==> src/rtl/mrb_pkg.sv <==
`timescale 1ns/1ps
package mrb_pkg;

  localparam int MD_DATA_W = 16;
  localparam int MD_FIELD_W = 5;

  localparam logic [MD_FIELD_W-1:0] PAGE_DEV = 5'h1F;
  localparam logic [MD_FIELD_W-1:0] PAGE_REG = 5'h10;

  localparam logic [1:0] OPC_WRITE = 2'b01;
  localparam logic [1:0] OPC_READ  = 2'b10;

  typedef enum logic [1:0] {
    FR_HUNT,
    FR_START,
    FR_BODY
  } fr_state_e;

  // device addresses 0x10..0x17 tunnel into the register space
  function automatic logic is_tunnel_dev(input logic [MD_FIELD_W-1:0] dev);
    return dev[4:3] == 2'b10;
  endfunction

  function automatic logic is_page_sel(input logic [MD_FIELD_W-1:0] dev,
                                       input logic [MD_FIELD_W-1:0] rno);
    return (dev == PAGE_DEV) && (rno == PAGE_REG);
  endfunction

  // word offset inside one page: three device bits above four register bits
  function automatic logic [6:0] page_offset(input logic [2:0] dev_lo,
                                             input logic [3:0] reg_hi);
    return {dev_lo, reg_hi};
  endfunction

endpackage

==> src/rtl/mrb_mdc_sampler.sv <==
`timescale 1ns/1ps
module mrb_mdc_sampler #(
  parameter int STAGES = 2
) (
  input  logic clk,
  input  logic rst_n,
  input  logic mdc,
  input  logic mdio_i,
  output logic mdc_rise,
  output logic mdc_fall,
  output logic mdio_s
);

  logic [STAGES-1:0] mdc_sync;
  logic [STAGES-1:0] dat_sync;
  logic              mdc_prev;

  generate
    if (STAGES == 1) begin : g_single
      always_ff @(posedge clk) begin
        if (!rst_n) begin
          mdc_sync <= '0;
          dat_sync <= '1;
        end else begin
          mdc_sync <= mdc;
          dat_sync <= mdio_i;
        end
      end
    end else begin : g_chain
      always_ff @(posedge clk) begin
        if (!rst_n) begin
          mdc_sync <= '0;
          dat_sync <= '1;
        end else begin
          mdc_sync <= {mdc_sync[STAGES-2:0], mdc};
          dat_sync <= {dat_sync[STAGES-2:0], mdio_i};
        end
      end
    end
  endgenerate

  always_ff @(posedge clk) begin
    if (!rst_n) mdc_prev <= 1'b0;
    else        mdc_prev <= mdc_sync[STAGES-1];
  end

  assign mdc_rise = mdc_sync[STAGES-1] & ~mdc_prev;
  assign mdc_fall = ~mdc_sync[STAGES-1] & mdc_prev;
  assign mdio_s   = dat_sync[STAGES-1];

endmodule

==> src/rtl/mrb_frame_rx.sv <==
`timescale 1ns/1ps
module mrb_frame_rx
  import mrb_pkg::*;
#(
  parameter int PRE_MIN = 32
) (
  input  logic                  clk,
  input  logic                  rst_n,
  input  logic                  smp,
  input  logic                  bit_in,
  output logic                  ev_rd,
  output logic                  ev_wr,
  output logic [MD_FIELD_W-1:0] ev_dev,
  output logic [MD_FIELD_W-1:0] ev_reg,
  output logic [MD_DATA_W-1:0]  ev_data,
  output logic                  rd_act,
  output logic [4:0]            last_idx
);

  localparam int PRE_CW = $clog2(PRE_MIN + 1);
  localparam logic [4:0] IDX_HDR = 5'd11;
  localparam logic [4:0] IDX_END = 5'd29;

  fr_state_e             st;
  logic [PRE_CW-1:0]     pre_cnt;
  logic [4:0]            bit_cnt;
  logic [MD_DATA_W-2:0]  shreg;
  logic [1:0]            opc_q;
  logic [11:0]           hdr_now;
  logic [MD_DATA_W-1:0]  dat_now;

  assign hdr_now = {shreg[10:0], bit_in};
  assign dat_now = {shreg, bit_in};

  always_ff @(posedge clk) begin
    if (!rst_n) begin
      st       <= FR_HUNT;
      pre_cnt  <= '0;
      bit_cnt  <= '0;
      shreg    <= '0;
      opc_q    <= 2'b00;
      ev_rd    <= 1'b0;
      ev_wr    <= 1'b0;
      ev_dev   <= '0;
      ev_reg   <= '0;
      ev_data  <= '0;
      rd_act   <= 1'b0;
      last_idx <= '0;
    end else begin
      ev_rd <= 1'b0;
      ev_wr <= 1'b0;
      if (smp) begin
        unique case (st)
          FR_HUNT: begin
            if (bit_in) begin
              if (pre_cnt != PRE_CW'(PRE_MIN)) pre_cnt <= pre_cnt + 1'b1;
            end else begin
              if (pre_cnt == PRE_CW'(PRE_MIN)) st <= FR_START;
              pre_cnt <= '0;
            end
          end
          FR_START: begin
            if (bit_in) begin
              st      <= FR_BODY;
              bit_cnt <= '0;
            end else begin
              st <= FR_HUNT;
            end
          end
          FR_BODY: begin
            shreg    <= dat_now[MD_DATA_W-2:0];
            bit_cnt  <= bit_cnt + 1'b1;
            last_idx <= bit_cnt;
            if (bit_cnt == IDX_HDR) begin
              opc_q  <= hdr_now[11:10];
              ev_dev <= hdr_now[9:5];
              ev_reg <= hdr_now[4:0];
              if (hdr_now[11:10] == OPC_READ && is_tunnel_dev(hdr_now[9:5])) begin
                ev_rd  <= 1'b1;
                rd_act <= 1'b1;
              end
            end
            if (bit_cnt == IDX_END) begin
              ev_data <= dat_now;
              st      <= FR_HUNT;
              pre_cnt <= '0;
              rd_act  <= 1'b0;
              if (opc_q == OPC_WRITE && (is_tunnel_dev(ev_dev) || ev_dev == PAGE_DEV))
                ev_wr <= 1'b1;
            end
          end
          default: st <= FR_HUNT;
        endcase
      end
    end
  end

  // events never overlap, a frame carries one direction only
  a_r2_one_event: assert property (@(posedge clk) disable iff (!rst_n)
    !(ev_rd && ev_wr));

  // a write event only closes a frame body
  a_r2_wr_at_end: assert property (@(posedge clk) disable iff (!rst_n)
    ev_wr |-> (st == FR_HUNT) && (last_idx == IDX_END));

endmodule

==> src/rtl/mrb_access_ctrl.sv <==
`timescale 1ns/1ps
module mrb_access_ctrl
  import mrb_pkg::*;
#(
  parameter int PAGE_W = 9,
  parameter int DATA_W = 32,
  parameter int ADDR_W = PAGE_W + 9
) (
  input  logic                  clk,
  input  logic                  rst_n,
  input  logic                  ev_rd,
  input  logic                  ev_wr,
  input  logic [MD_FIELD_W-1:0] ev_dev,
  input  logic [MD_FIELD_W-1:0] ev_reg,
  input  logic [MD_DATA_W-1:0]  ev_data,
  input  logic [DATA_W-1:0]     bus_rdata,
  output logic [ADDR_W-1:0]     bus_addr,
  output logic [DATA_W-1:0]     bus_wdata,
  output logic                  bus_we,
  output logic                  bus_re,
  output logic [MD_DATA_W-1:0]  rsp_q
);

  localparam int HALF_W = DATA_W / 2;

  logic [PAGE_W-1:0] page_q;
  logic [HALF_W-1:0] stage_q;
  logic [HALF_W-1:0] hi_lat_q;
  logic [ADDR_W-1:0] addr_now;
  logic              page_load;
  logic              tunnel;
  logic              upper_half;

  assign addr_now   = {page_q, page_offset(ev_dev[2:0], ev_reg[4:1]), 2'b00};
  assign page_load  = ev_wr && is_page_sel(ev_dev, ev_reg);
  assign tunnel     = is_tunnel_dev(ev_dev);
  assign upper_half = ev_reg[0];

  always_ff @(posedge clk) begin
    if (!rst_n) begin
      page_q    <= '0;
      stage_q   <= '0;
      hi_lat_q  <= '0;
      rsp_q     <= '0;
      bus_addr  <= '0;
      bus_wdata <= '0;
      bus_we    <= 1'b0;
      bus_re    <= 1'b0;
    end else begin
      bus_we <= 1'b0;
      bus_re <= 1'b0;
      if (page_load) page_q <= ev_data[PAGE_W-1:0];
      if (ev_wr && tunnel) begin
        if (upper_half) begin
          stage_q <= ev_data;
        end else begin
          bus_we    <= 1'b1;
          bus_addr  <= addr_now;
          bus_wdata <= {stage_q, ev_data};
        end
      end
      if (ev_rd) begin
        if (upper_half) begin
          rsp_q <= hi_lat_q;
        end else begin
          bus_re   <= 1'b1;
          bus_addr <= addr_now;
        end
      end
      if (bus_re) begin
        rsp_q    <= bus_rdata[HALF_W-1:0];
        hi_lat_q <= bus_rdata[DATA_W-1:HALF_W];
      end
    end
  end

  // the page moves only on a write event
  a_r3_page_hold: assert property (@(posedge clk) disable iff (!rst_n)
    !ev_wr |=> $stable(page_q));

  // read events reach the bus side only for tunnel devices
  a_r4_rd_tunnel: assert property (@(posedge clk) disable iff (!rst_n)
    ev_rd |-> ev_dev[4:3] == 2'b10);

  // never a write and a read together
  a_r6_excl: assert property (@(posedge clk) disable iff (!rst_n)
    !(bus_we && bus_re));

  // a write strobe lasts one cycle
  a_r6_we_pulse: assert property (@(posedge clk) disable iff (!rst_n)
    bus_we |=> !bus_we);

  // an upper-half read leaves the bus idle
  a_r8_upper_idle: assert property (@(posedge clk) disable iff (!rst_n)
    (ev_rd && ev_reg[0]) |=> !bus_re);

endmodule

==> src/rtl/mrb_mdio_tx.sv <==
`timescale 1ns/1ps
module mrb_mdio_tx
  import mrb_pkg::*;
(
  input  logic                 clk,
  input  logic                 rst_n,
  input  logic                 fall,
  input  logic                 rd_act,
  input  logic [4:0]           last_idx,
  input  logic [MD_DATA_W-1:0] rsp,
  output logic                 mdio_o,
  output logic                 mdio_oe
);

  localparam logic [4:0] IDX_TA1   = 5'd12;
  localparam logic [4:0] IDX_LASTD = 5'd28;

  logic [3:0] sel;
  assign sel = 4'(IDX_LASTD - last_idx);

  always_ff @(posedge clk) begin
    if (!rst_n) begin
      mdio_o  <= 1'b0;
      mdio_oe <= 1'b0;
    end else if (fall) begin
      if (rd_act && last_idx == IDX_TA1) begin
        mdio_oe <= 1'b1;
        mdio_o  <= 1'b0;
      end else if (rd_act && last_idx > IDX_TA1 && last_idx <= IDX_LASTD) begin
        mdio_oe <= 1'b1;
        mdio_o  <= rsp[sel];
      end else begin
        mdio_oe <= 1'b0;
        mdio_o  <= 1'b0;
      end
    end
  end

  // the first driven bit is the turnaround zero
  a_r9_ta_low: assert property (@(posedge clk) disable iff (!rst_n)
    $rose(mdio_oe) |-> !mdio_o);

  // drive begins only inside an accepted read frame
  a_r10_drive_in_read: assert property (@(posedge clk) disable iff (!rst_n)
    $rose(mdio_oe) |-> rd_act);

endmodule

==> src/rtl/mrb_bridge.sv <==
`timescale 1ns/1ps
module mrb_bridge
  import mrb_pkg::*;
#(
  parameter int PAGE_W  = 9,
  parameter int DATA_W  = 32,
  parameter int PRE_MIN = 32,
  parameter int SYNC_N  = 2,
  parameter int ADDR_W  = PAGE_W + 9
) (
  input  logic              clk,
  input  logic              rst_n,
  input  logic              mdc,
  input  logic              mdio_i,
  output logic              mdio_o,
  output logic              mdio_oe,
  output logic [ADDR_W-1:0] bus_addr,
  output logic [DATA_W-1:0] bus_wdata,
  output logic              bus_we,
  output logic              bus_re,
  input  logic [DATA_W-1:0] bus_rdata
);

  logic                  mdc_rise;
  logic                  mdc_fall;
  logic                  mdio_s;
  logic                  ev_rd;
  logic                  ev_wr;
  logic [MD_FIELD_W-1:0] ev_dev;
  logic [MD_FIELD_W-1:0] ev_reg;
  logic [MD_DATA_W-1:0]  ev_data;
  logic                  rd_act;
  logic [4:0]            last_idx;
  logic [MD_DATA_W-1:0]  rsp;

  mrb_mdc_sampler #(.STAGES(SYNC_N)) u_sampler (
    .clk      (clk),
    .rst_n    (rst_n),
    .mdc      (mdc),
    .mdio_i   (mdio_i),
    .mdc_rise (mdc_rise),
    .mdc_fall (mdc_fall),
    .mdio_s   (mdio_s)
  );

  mrb_frame_rx #(.PRE_MIN(PRE_MIN)) u_rx (
    .clk      (clk),
    .rst_n    (rst_n),
    .smp      (mdc_rise),
    .bit_in   (mdio_s),
    .ev_rd    (ev_rd),
    .ev_wr    (ev_wr),
    .ev_dev   (ev_dev),
    .ev_reg   (ev_reg),
    .ev_data  (ev_data),
    .rd_act   (rd_act),
    .last_idx (last_idx)
  );

  mrb_access_ctrl #(.PAGE_W(PAGE_W), .DATA_W(DATA_W), .ADDR_W(ADDR_W)) u_ctrl (
    .clk       (clk),
    .rst_n     (rst_n),
    .ev_rd     (ev_rd),
    .ev_wr     (ev_wr),
    .ev_dev    (ev_dev),
    .ev_reg    (ev_reg),
    .ev_data   (ev_data),
    .bus_rdata (bus_rdata),
    .bus_addr  (bus_addr),
    .bus_wdata (bus_wdata),
    .bus_we    (bus_we),
    .bus_re    (bus_re),
    .rsp_q     (rsp)
  );

  mrb_mdio_tx u_tx (
    .clk      (clk),
    .rst_n    (rst_n),
    .fall     (mdc_fall),
    .rd_act   (rd_act),
    .last_idx (last_idx),
    .rsp      (rsp),
    .mdio_o   (mdio_o),
    .mdio_oe  (mdio_oe)
  );

  // nothing is strobed or driven in the cycle after reset is released
  a_r1_quiet_after_reset: assert property (@(posedge clk) disable iff (!rst_n)
    $rose(rst_n) |-> !bus_we && !bus_re && !mdio_oe);

endmodule

==> config.mk <==
export PLATFORM = sky130hd
export DESIGN_NAME = mrb_bridge
export DESIGN_NICKNAME = d
export VERILOG_FILES = /design/src/rtl/mrb_pkg.sv /design/src/rtl/mrb_mdc_sampler.sv /design/src/rtl/mrb_frame_rx.sv /design/src/rtl/mrb_access_ctrl.sv /design/src/rtl/mrb_mdio_tx.sv /design/src/rtl/mrb_bridge.sv
export SDC_FILE = /design/constraint.sdc
export NUM_CORES = 1
export LEC_CHECK = 0
export BUFFER_PORTS_ARGS = -buffer_cell sky130_fd_sc_hd__clkbuf_2
export CORE_ASPECT_RATIO = 1.4
export CORE_MARGIN = 1
export CORE_UTILIZATION = 30
export CTS_CLUSTER_DIAMETER = 30
export CTS_CLUSTER_SIZE = 10
export DETAILED_ROUTE_END_ITERATION = 12
export SLEW_MARGIN = 10
export SYNTH_ARGS = -nofsm -noshare
export SYNTH_HDL_FRONTEND = slang
export SYNTH_SLANG_ARGS = --single-unit
==> constraint.sdc <==
create_clock -name clk -period 2.8 [get_ports clk]
set_clock_uncertainty 0.15 [all_clocks]
set_input_delay 0 -clock clk [delete_from_list [all_inputs] [get_ports clk]]
set_output_delay 0 -clock clk [all_outputs]
set_load 0.02 [all_outputs]
==> flow_metrics.tcl, run 1 <==
set metrics [dict create \
    status "finished clean" \
    drt_wl_total_mm 16.02 \
    p_total_mw 5.235 \
    htree_levels 4 \
    syn_avg_cell_area_um2 8.913 \
    synth_ff_type "dfxtp_1" \
    power.leakage_nw 3.273 \
    netlist_instances 816 \
    coreArea_um2 23890 \
    tightestPinTransition_ps 1083 \
    vias 5582 \
    finalHoldViolations 0 \
    stdcell_count 1241 \
    synth.cell_area_um2 7273 \
    grt_max_degree 83 \
    cts.sinks 180 \
    cts_tree "built" \
    r2r_slack_ps 420 \
    post_cts_buffers 0 \
    track_usage 0.1352 \
    power.density_nw_per_um2 583.9 \
    ctsResizeCount 0 \
    place_inst 1174 \
    crit_type "register to register" \
    whs_endpoint "u_sampler.dat_sync[0]$_SDFF_PN1_" \
    yosys.area.top_type "dfxtp_1" \
    yosysSeqAreaShare 0.4954 \
    final_net_count 959 \
    grt_pass1_vias 5403 \
    pre_cts_ws_ps 440.3 \
    clockBufferDepth 2 \
    cts_inserted_buffers 17 \
    antenna_found_initial 0 \
    reg2reg_to "u_tx.mdio_o$_SDFFE_PN0P_" \
    clkTransAtPathRegs_ps 70 \
    ir_drop_mv 0.4204 \
    wl_per_cell_um 12.91 \
    utilization 0.3752 \
    holdPathStages 3 \
    final_antenna_net_count 0 \
    rows 67 \
    drive_gt1_frac 0.1590 \
    dp_hpwl_mm 10.63 \
    detail_route.first_pass.iterations 4 \
    antenna_cells 0 \
    multi_input_area_um2 3422 \
    area_growth_pct 23.26 \
    post-route-min-period_ps 2385 \
    synthTopCellsByArea "dfxtp_1 (50%), nand2_1 (13%), a21boi_0 (12%)" \
    grt_first_pass_wirelength_mm 26.84 \
    die_h_um 186.2 \
    initial_core_util 0.3044 \
    numPortBuffers 89 \
    ys.warnings.count 0 \
    grt-ovfl-total 0 \
    synth_edf_count 0 \
    setup_viol 0 \
    fin_tns_setup_ps 0 \
    setup_ws_ps 415.2 \
    place_congestion 0.7845 \
    max_slew_margin 0.2778 \
    largest_reg_flops 32 \
    nFillCells 2468 \
    synth_nets 857 \
    synthArstFlopShare 0 \
    start_kind "register" \
    hold_start "mdio_i" \
    path_max_fanout 5 \
    yosysTopAreaCellShare 0.4954 \
    ff_latch_area_um2 3605 \
    worstPathRequired_ps 2960 \
    clk-insertion-delay-late_ps 430 \
    ys_seq_elements 180 \
    design.die.area_um2 24880 \
    cp.arrival_ps 2540 \
    first_iter_violations 234 \
    num_io_pins 90 \
    ys_types 51 \
    post_drt_via_cell_ratio 4.498 \
    finalMaxSlewViolations 0 \
    rr_startpoint "u_rx.last_idx[1]$_SDFFE_PN0P_" \
    fp.dieW_um 133.6 \
    cap_violations 0 \
    hold_path.class "input pin to register" \
    rsz0062_at_grt "false" \
    fin_crit_sh 0.8517 \
    reg2reg_depth 7 \
    regMostFlops "u_ctrl.bus_wdata" \
    drc 0 \
    clock.fmax_mhz 419.3 \
    root_buffer "clkbuf_16" \
    cp-end-kind "register" \
]
-- where the power goes --
| part | total, mW | internal [mW] | switching, mW |
|---|---|---|---|
| Sequential | 2.57 | 2.56 | 0.00353 |
| Combinational | 0.137 | 0.0826 | 0.0548 |
| Clock | 2.53 | 1.47 | 1.06 |
| Total | 5.23 | 4.12 | 1.12 |
-- worst max-delay path by stage --
stage	end	startpoint	cells after the start
after global routing	u_tx.mdio_o$_SDFFE_PN0P_	u_rx.last_idx[1]$_SDFFE_PN0P_	7
final	u_tx.mdio_o$_SDFFE_PN0P_	u_rx.last_idx[1]$_SDFFE_PN0P_	7
after detailed placement	u_tx.mdio_o$_SDFFE_PN0P_	u_rx.last_idx[1]$_SDFFE_PN0P_	7
after CTS	u_tx.mdio_o$_SDFFE_PN0P_	u_rx.last_idx[1]$_SDFFE_PN0P_	7
after floorplan	u_tx.mdio_o$_SDFFE_PN0P_	u_rx.last_idx[0]$_SDFFE_PN0P_	8
after global placement	u_tx.mdio_o$_SDFFE_PN0P_	u_rx.last_idx[1]$_SDFFE_PN0P_	7
-- cell usage in the layout, fill, tap and decap left out, types with 6 or more instances in the layout --
master and instances:
nor2b_1 29, clkbuf_16 17, nor2_1 13, clkbuf_2 88
a21boi_0 113, mux2i_1 43, and2_1 22, nand4_1 7
xor2_1 6, and3_1 6, o21ai_0 20, buf_4 15
nand2_1 252, dlygate4sd3_1 35, nand3_1 9, dfxtp_1 179
-- repair_timing --
item / in CTS / in global routing
setup endpoints to repair: 0 / 0
hold buffers: 35 / 0
endpoints found under the hold margin: 35 / 0
-- layout make-up --
type,count,share of cell area
Tap cell,310,0.04327
Clock inverter,13,0.01912
Timing Repair Buffer,138,0.1008
Inverter,6,0.002512
Clock buffer,19,0.05052
Multi-Input combinational cell,575,0.3817
Sequential cell,180,0.4021
-- synth_stat cells (7+ instances only) --
master / number
a21boi_0: 113
o21ai_0: 20
nand2_1: 252
nor2_1: 13
and2_1: 22
buf_2: 12
mux2i_1: 43
clkbuf_1: 38
nor2b_1: 29
dfxtp_1: 180
nand4_1: 7
nand3_1: 9
-- critical path, cell delays in order, from the launching register on --
cell and delay (ps):
dfxtp_1 400, inv_1 70, ha_1 360, mux4_2 340
nor2b_4 150, a2111oi_0 390, mux4_2 330, o41ai_2 70
-- cells by family (layout without fill, tap and decap cells) --
| kind of cell | after synthesis | after routing | share of synthesized area |
|---|---|---|---|
| and+or+nand+nor | 364 | 364 | 0.2257 |
| DFF | 180 | 180 | 0.4954 |
| AOI/OAI and AO/OA | 150 | 150 | 0.1495 |
| buffers and inverters | 61 | 176 | 0.03561 |
| muxes | 49 | 49 | 0.07673 |
| xor gates and xnor gates | 7 | 7 | 0.008430 |
| adders and majority gates | 5 | 5 | 0.008601 |
-- layer usage --
layer,vias up,part of all wire,wire length [µm],GRT usage
met1,2564,0.45,7202,0.1566
met2,85,0.50,8079,0.2423
met3,17,0.028,448,0.02818
li1,2916,-,-,-
met5,-,0,0,0
met4,0,0.018,286,0.05409
-- per-stage QoR --
| stage | hold WS, ps | instance area (µm²) |
|---|---|---|
| 3_3_place_gp | 40.11 | 7990 |
| 4_1_cts | 135.9 | 8965 |
| 6_report | 149.2 | 8965 |
| 3_5_place_dp | 38.34 | 7990 |
| 5_1_grt | 148.9 | 8965 |
| 2_1_floorplan | -48.53 | 7273 |
Note: power is estimated with default switching activity, not from simulation.
==> run 2: changes to the inputs <==
SETUP_SLACK_MARGIN = 0.5   (was default)
==> run 2 against run 1 <==
Net effect:
- non-clock buffer count did not move
- core utilization is 0.073 points higher
- sequential share of layout area is 0.064 points lower
- critical endpoint unchanged
- largest cell class unchanged
- first-iteration DRC count shrank 8.5%
- setup slack improved by 160 ps
- via count shrank 0.23%
==> flow_metrics.tcl, run 2 (synthesis gave the netlist of run 1 again) <==
set metrics [dict create \
    grt_first_pass_wirelength_mm 26.81 \
    crit_slowest_cell "dfxtp_2" \
    wl_per_cell_um 12.87 \
    cap_violations 0 \
    final_cell_mix "nand2_1 (251), dfxtp_1 (178), a21boi_0 (113)" \
    power.density_nw_per_um2 582.5 \
    root_buffer "clkbuf_16" \
    cts_inserted_buffers 17 \
    drc 0 \
    numPortBuffers 89 \
    die_h_um 186.2 \
    final_common_cell "nand2_1" \
    ir_drop_mv 0.4199 \
    clk-insertion-delay-late_ps 430 \
    start_kind "register" \
    vias 5569 \
    max_slew_margin 0.2816 \
    setup_viol 0 \
    hold_path.class "input pin to register" \
    final_antenna_net_count 0 \
    track_usage 0.1351 \
    tightestPinTransition_ps 1078 \
    detail_route.first_pass.iterations 4 \
    stdcell_count 1241 \
    dp_hpwl_mm 10.63 \
    worstSetupStartpoint "u_rx.last_idx[1]$_SDFFE_PN0P_" \
    initial_core_util 0.3044 \
    rows 67 \
    finalMaxSlewViolations 0 \
    drt_wl_total_mm 15.97 \
    rsz0062_at_grt "true" \
    power.leakage_nw 3.276 \
    nFillCells 2465 \
    path_max_fanout 5 \
    critPathBufInv 1 \
    fin_crit_sh 0.7950 \
    fin_tns_setup_ps 0 \
    post-route-min-period_ps 2226 \
    post_drt_via_cell_ratio 4.488 \
    status "finished clean" \
    largest_reg_flops 32 \
    grt_max_degree 83 \
    slowest_delay_ps 370 \
    htree_levels 4 \
    cp_top_family "multiplexers" \
    place_congestion 0.7845 \
    cp-end-kind "register" \
    hold_start "mdio_i" \
    post_cts_buffers 0 \
    worstPathRequired_ps 2960 \
    cpMostUsedCell "mux4_2" \
    fp.dieW_um 133.6 \
    cp_cell_sequence "inv_1 > ha_4 > mux4_2 > nor2b_4 > a2111oi_1 > mux4_2 > o41ai_2" \
    place_inst 1174 \
    cts.sinks 180 \
    regMostFlops "u_ctrl.bus_wdata" \
    finalHoldViolations 0 \
    cts_tree "built" \
    whs_ps 149.6 \
    antenna_found_initial 0 \
    coreArea_um2 23890 \
    design.die.area_um2 24880 \
    rr_startpoint "u_rx.last_idx[1]$_SDFFE_PN0P_" \
    grt_pass1_vias 5403 \
    antenna_cells 0 \
    area_growth_pct 23.50 \
    clockBufferDepth 2 \
    clock.fmax_mhz 449.2 \
    cp.arrival_ps 2380 \
    drive_gt1_frac 0.1622 \
    final_net_count 959 \
    grt-ovfl-total 0 \
    clkTransAtPathRegs_ps 70 \
    first_iter_violations 214 \
    crit_type "register to register" \
    num_io_pins 90 \
]
[run 2: through the flow]
| stage | util | cell area [µm²] | worst slack, ps | power [mW] |
|---|---|---|---|---|
| after global routing | 0.3760 | 8982 | 498.0 | 5.429 |
| after floorplan | - | 7273 | 564.2 | 2.683 |
| after CTS | 0.3758 | 8979 | 521.1 | 5.309 |
| final | 0.3760 | 8982 | 573.9 | 5.232 |
| after detailed placement | 0.3344 | 7990 | 440.3 | 2.725 |
| after global placement | 0.3344 | 7990 | 567.4 | 2.724 |
[run 2: cell type report]
cell class / instances / area [µm²] / share of cell area
Timing Repair Buffer: 138 / 903.4 / 0.1006
Multi-Input combinational cell: 575 / 3438 / 0.3828
Clock inverter: 13 / 171.4 / 0.01908
Clock buffer: 19 / 452.9 / 0.05042
Tap cell: 310 / 387.9 / 0.04318
Inverter: 6 / 22.52 / 0.002507
Sequential cell: 180 / 3606 / 0.4014
[run 2: tightest hold or removal path, cell delays in order]
cell and delay (ps):
dlygate4sd3_1 530, clkbuf_2 90, nand2b_1 80
[run 2: power breakdown]
part	switching [mW]	internal, mW
Combinational	0.0545	0.0825
Clock	1.06	1.47
Sequential	0.00349	2.56
Total	1.12	4.12
[run 2: per-layer routing]
metal | track usage | share of wire | up-vias | wire [µm]
met3 | 0.02818 | 0.028 | 17 | 449
met4 | 0.05409 | 0.018 | 0 | 286
met2 | 0.2427 | 0.50 | 85 | 8037
li1 | - | - | 2918 | -
met5 | 0 | 0 | - | 0
met1 | 0.1561 | 0.45 | 2549 | 7200
[run 2: path summary, 6_finish.rpt]
check	endpoint	cells past startpoint	slack [ps]
worst max-delay path	u_tx.mdio_o$_SDFFE_PN0P_	7	570
worst min-delay path	u_sampler.dat_sync[0]$_SDFF_PN1_	3	150
worst max register to register	u_tx.mdio_o$_SDFFE_PN0P_	7	570
worst min register to register	u_sampler.dat_sync[1]$_SDFF_PN1_	1	270
[run 2: what timing repair did]
item,4_1_cts,5_1_grt
endpoints found under the setup margin,1,2
hold buffers,35,0
resized for setup,2,2
endpoints found under the hold margin,35,0
==> run 3: changes to the inputs <==
ABC_AREA = 1   (was default)
clock period = 2.19 ns   (was 2.8 ns; I/O delays follow)
==> run 3 against run 2 <==
Net effect:
- sequential share of layout area rose by 0.35 points
- sequential power is 28% higher
- maximum frequency up 31%
- via count increased by 11%
- global-route usage is 1.6 points higher
- setup slack worse by 80 ps
- combinational power grew 48%
- synthesized cell count rose by 10%
- power up 29%
- critical endpoint is now u_rx.pre_cnt[1]$_SDFFE_PN0P_
==> flow_metrics.tcl, run 3 <==
set metrics [dict create \
    clock.fmax_mhz 589.5 \
    largest_reg_flops 32 \
    design.die.area_um2 23430 \
    antenna_cells 0 \
    syn_avg_cell_area_um2 7.620 \
    ir_drop_mv 0.5455 \
    synth_ff_type "dfxtp_1" \
    first_iter_violations 305 \
    power.density_nw_per_um2 754.7 \
    hold_path.class "input pin to register" \
    synth.cell_area_um2 6843 \
    synth_nets 939 \
    wl_met2_mm 9.032 \
    antenna_found_initial 0 \
    grt_first_pass_wirelength_mm 28.12 \
    final_net_count 1069 \
    num_io_pins 90 \
    wl_per_cell_um 12.82 \
    start_kind "register" \
    fin_crit_sh 0.7746 \
    cp.depth 10 \
    drive_gt1_frac 0.2010 \
    initial_core_util 0.3048 \
    rsz0062_at_grt "true" \
    netlist_instances 898 \
    m1WireLength_mm 7.494 \
    area_growth_pct 30.57 \
    topRoutingLayerUsed "met4" \
    slowest_delay_ps 340 \
    coreArea_um2 22450 \
    ys_types 33 \
    numPortBuffers 89 \
    hold_start "mdio_i" \
    pre_cts_ws_ps 206.0 \
    dp_hpwl_mm 11.14 \
    cp_top_family "simple AND/OR/NAND/NOR gates" \
    final_common_cell "nor2_1" \
    vias 6168 \
    fp.dieW_um 129.6 \
    clkTransAtPathRegs_ps 70 \
    detail_route.first_pass.iterations 4 \
    drt_wl_total_mm 17.20 \
    grt_pass1_vias 5803 \
    synth_edf_count 0 \
    worstPathRequired_ps 2360 \
    grt-ovfl-total 0 \
    yosys.area.top_type "dfxtp_1" \
    power.leakage_nw 3.543 \
    final_antenna_net_count 0 \
    yosysTopAreaCellShare 0.5266 \
    critPathBufInv 2 \
    cp-end-kind "register" \
    yosysMostFrequentCell "nor2_1" \
    reg2reg_depth 10 \
    place_congestion 0.8057 \
    rows 65 \
    cts_tree "built" \
    ys.warnings.count 0 \
    cp_cell_sequence "inv_2 > ha_4 > nand2_2 > nor2_4 > nor2_2 > nor2_2 > buf_4 > nand3_4 > o21ai_4 > nor2_1" \
    finalMaxSlewViolations 0 \
    holdPathStages 3 \
    grt_max_degree 72 \
    post_drt_via_cell_ratio 4.600 \
    fin_tns_setup_ps 0 \
    path_max_fanout 7 \
    tightestPinTransition_ps 425.1 \
    setup_ws_ps 493.6 \
    cap_violations 0 \
    setup_viol 0 \
    die_h_um 180.7 \
    yosysSeqAreaShare 0.5266 \
    drc 0 \
    reg2reg_to "u_rx.pre_cnt[1]$_SDFFE_PN0P_" \
    finalHoldViolations 0 \
    regMostFlops "u_ctrl.bus_wdata" \
    nFillCells 2345 \
    rr_startpoint "u_rx.bit_cnt[1]$_SDFFE_PN0P_" \
    p_total_mw 6.743 \
    synthTopCellsByArea "dfxtp_1 (53%), nor2_1 (9.9%), o21ai_0 (7.8%)" \
    htree_levels 4 \
    crit_type "register to register" \
    clk-insertion-delay-late_ps 420 \
    root_buffer "clkbuf_16" \
    status "finished clean" \
    ys_seq_elements 180 \
    max_slew_margin 0.7166 \
    track_usage 0.1516 \
    crit_slowest_cell "dfxtp_2" \
    post-route-min-period_ps 1696 \
    r2r_slack_ps 490 \
    cts_inserted_buffers 17 \
    whs_endpoint "u_sampler.dat_sync[0]$_SDFF_PN1_" \
    route.met3.wl_um 410 \
    clockBufferDepth 2 \
    cpMostUsedCell "nor2_2" \
    synth_commonest_cells "nor2_1 (181), dfxtp_1 (180), nand2_1 (141)" \
    cts.sinks 180 \
    cp.arrival_ps 1860 \
    synthArstFlopShare 0 \
    final_cell_mix "nor2_1 (177), dfxtp_1 (172), nand2_1 (135)" \
]
-- run 3: where the power goes --
group / internal (mW) / leakage [nW] / switching, mW / total (mW)
combinational: 0.0980 / 1.79 / 0.105 / 0.203
clock: 1.93 / 0.300 / 1.33 / 3.26
sequential: 3.28 / 1.45 / 0.00602 / 3.28
total: 5.30 / 3.54 / 1.44 / 6.74
-- run 3: per-layer routing --
metal,vias to the layer above,track usage
li1,3199,-
met1,2861,0.1734
met2,87,0.2783
met3,21,0.02932
met4,0,0.04558
met5,-,0
-- run 3: area by class of cell --
class / instances / area, µm² / share of cell area
Multi-Input combinational cell: 613 / 2978 / 0.3333
Inverter: 56 / 230.2 / 0.02577
Clock inverter: 13 / 198.9 / 0.02227
Clock buffer: 18 / 429.2 / 0.04803
Tap cell: 301 / 376.6 / 0.04215
Timing Repair Buffer: 160 / 1104 / 0.1235
Sequential cell: 180 / 3618 / 0.4050
-- run 3: worst max path at each step --
| stage | startpoint | end | slack, ps |
|---|---|---|---|
| 6_report | u_rx.bit_cnt[1]$_SDFFE_PN0P_ | u_rx.pre_cnt[1]$_SDFFE_PN0P_ | 490 |
| 5_1_grt | u_rx.bit_cnt[1]$_SDFFE_PN0P_ | u_rx.pre_cnt[1]$_SDFFE_PN0P_ | 380 |
| 4_1_cts | u_rx.st[0]$_SDFFE_PN0P_ | u_rx.ev_data[8]$_SDFFE_PN0P_ | 450 |
| 3_5_place_dp | u_rx.bit_cnt[0]$_SDFFE_PN0P_ | u_rx.rd_act$_SDFFE_PN0P_ | 210 |
| 3_3_place_gp | u_rx.bit_cnt[0]$_SDFFE_PN0P_ | u_rx.rd_act$_SDFFE_PN0P_ | 300 |
| 2_1_floorplan | u_rx.last_idx[0]$_SDFFE_PN0P_ | u_tx.mdio_o$_SDFFE_PN0P_ | 550 |
-- run 3: logic make-up after synthesis --
| logic type | share of synthesized area |
|---|---|
| AND/OR/NAND/NOR | 0.2428 |
| AO/OA/AOI/OAI | 0.1554 |
| flip-flops | 0.5266 |
| buffers and inverters | 0.06345 |
| adder cells (fa/ha/maj) | 0.009142 |
| XOR/XNOR | 0.002560 |
-- run 3: stage by stage --
step / utilization / hold WS, ps / area (µm²) / std cells
floorplan: - / -52.37 / 6843 / 898
global placement: 0.3367 / 64.53 / 7559 / 1252
detailed placement: 0.3367 / 62.87 / 7559 / 1252
CTS: 0.3861 / 155.0 / 8666 / 1325
global route: 0.3980 / 174.1 / 8935 / 1341
finish: 0.3980 / 154.4 / 8935 / 1341
-- run 3: worst register-to-register path: stages (launching register included) --
cell and delay, ps:
dfxtp_2 340, inv_2 70, ha_4 120, nand2_2 60
nor2_4 150, nor2_2 50, nor2_2 150, buf_4 150
nand3_4 130, o21ai_4 180, nor2_1 60
-- run 3: repair_timing --
action / in CTS / in global routing
gates cloned: 1 / 1
gates resized for setup: 20 / 46
hold buffers: 35 / 0
pin swaps: 4 / 8
setup buffers: 6 / 15
endpoints found under the setup margin: 102 / 121
hold endpoints to repair: 49 / 0
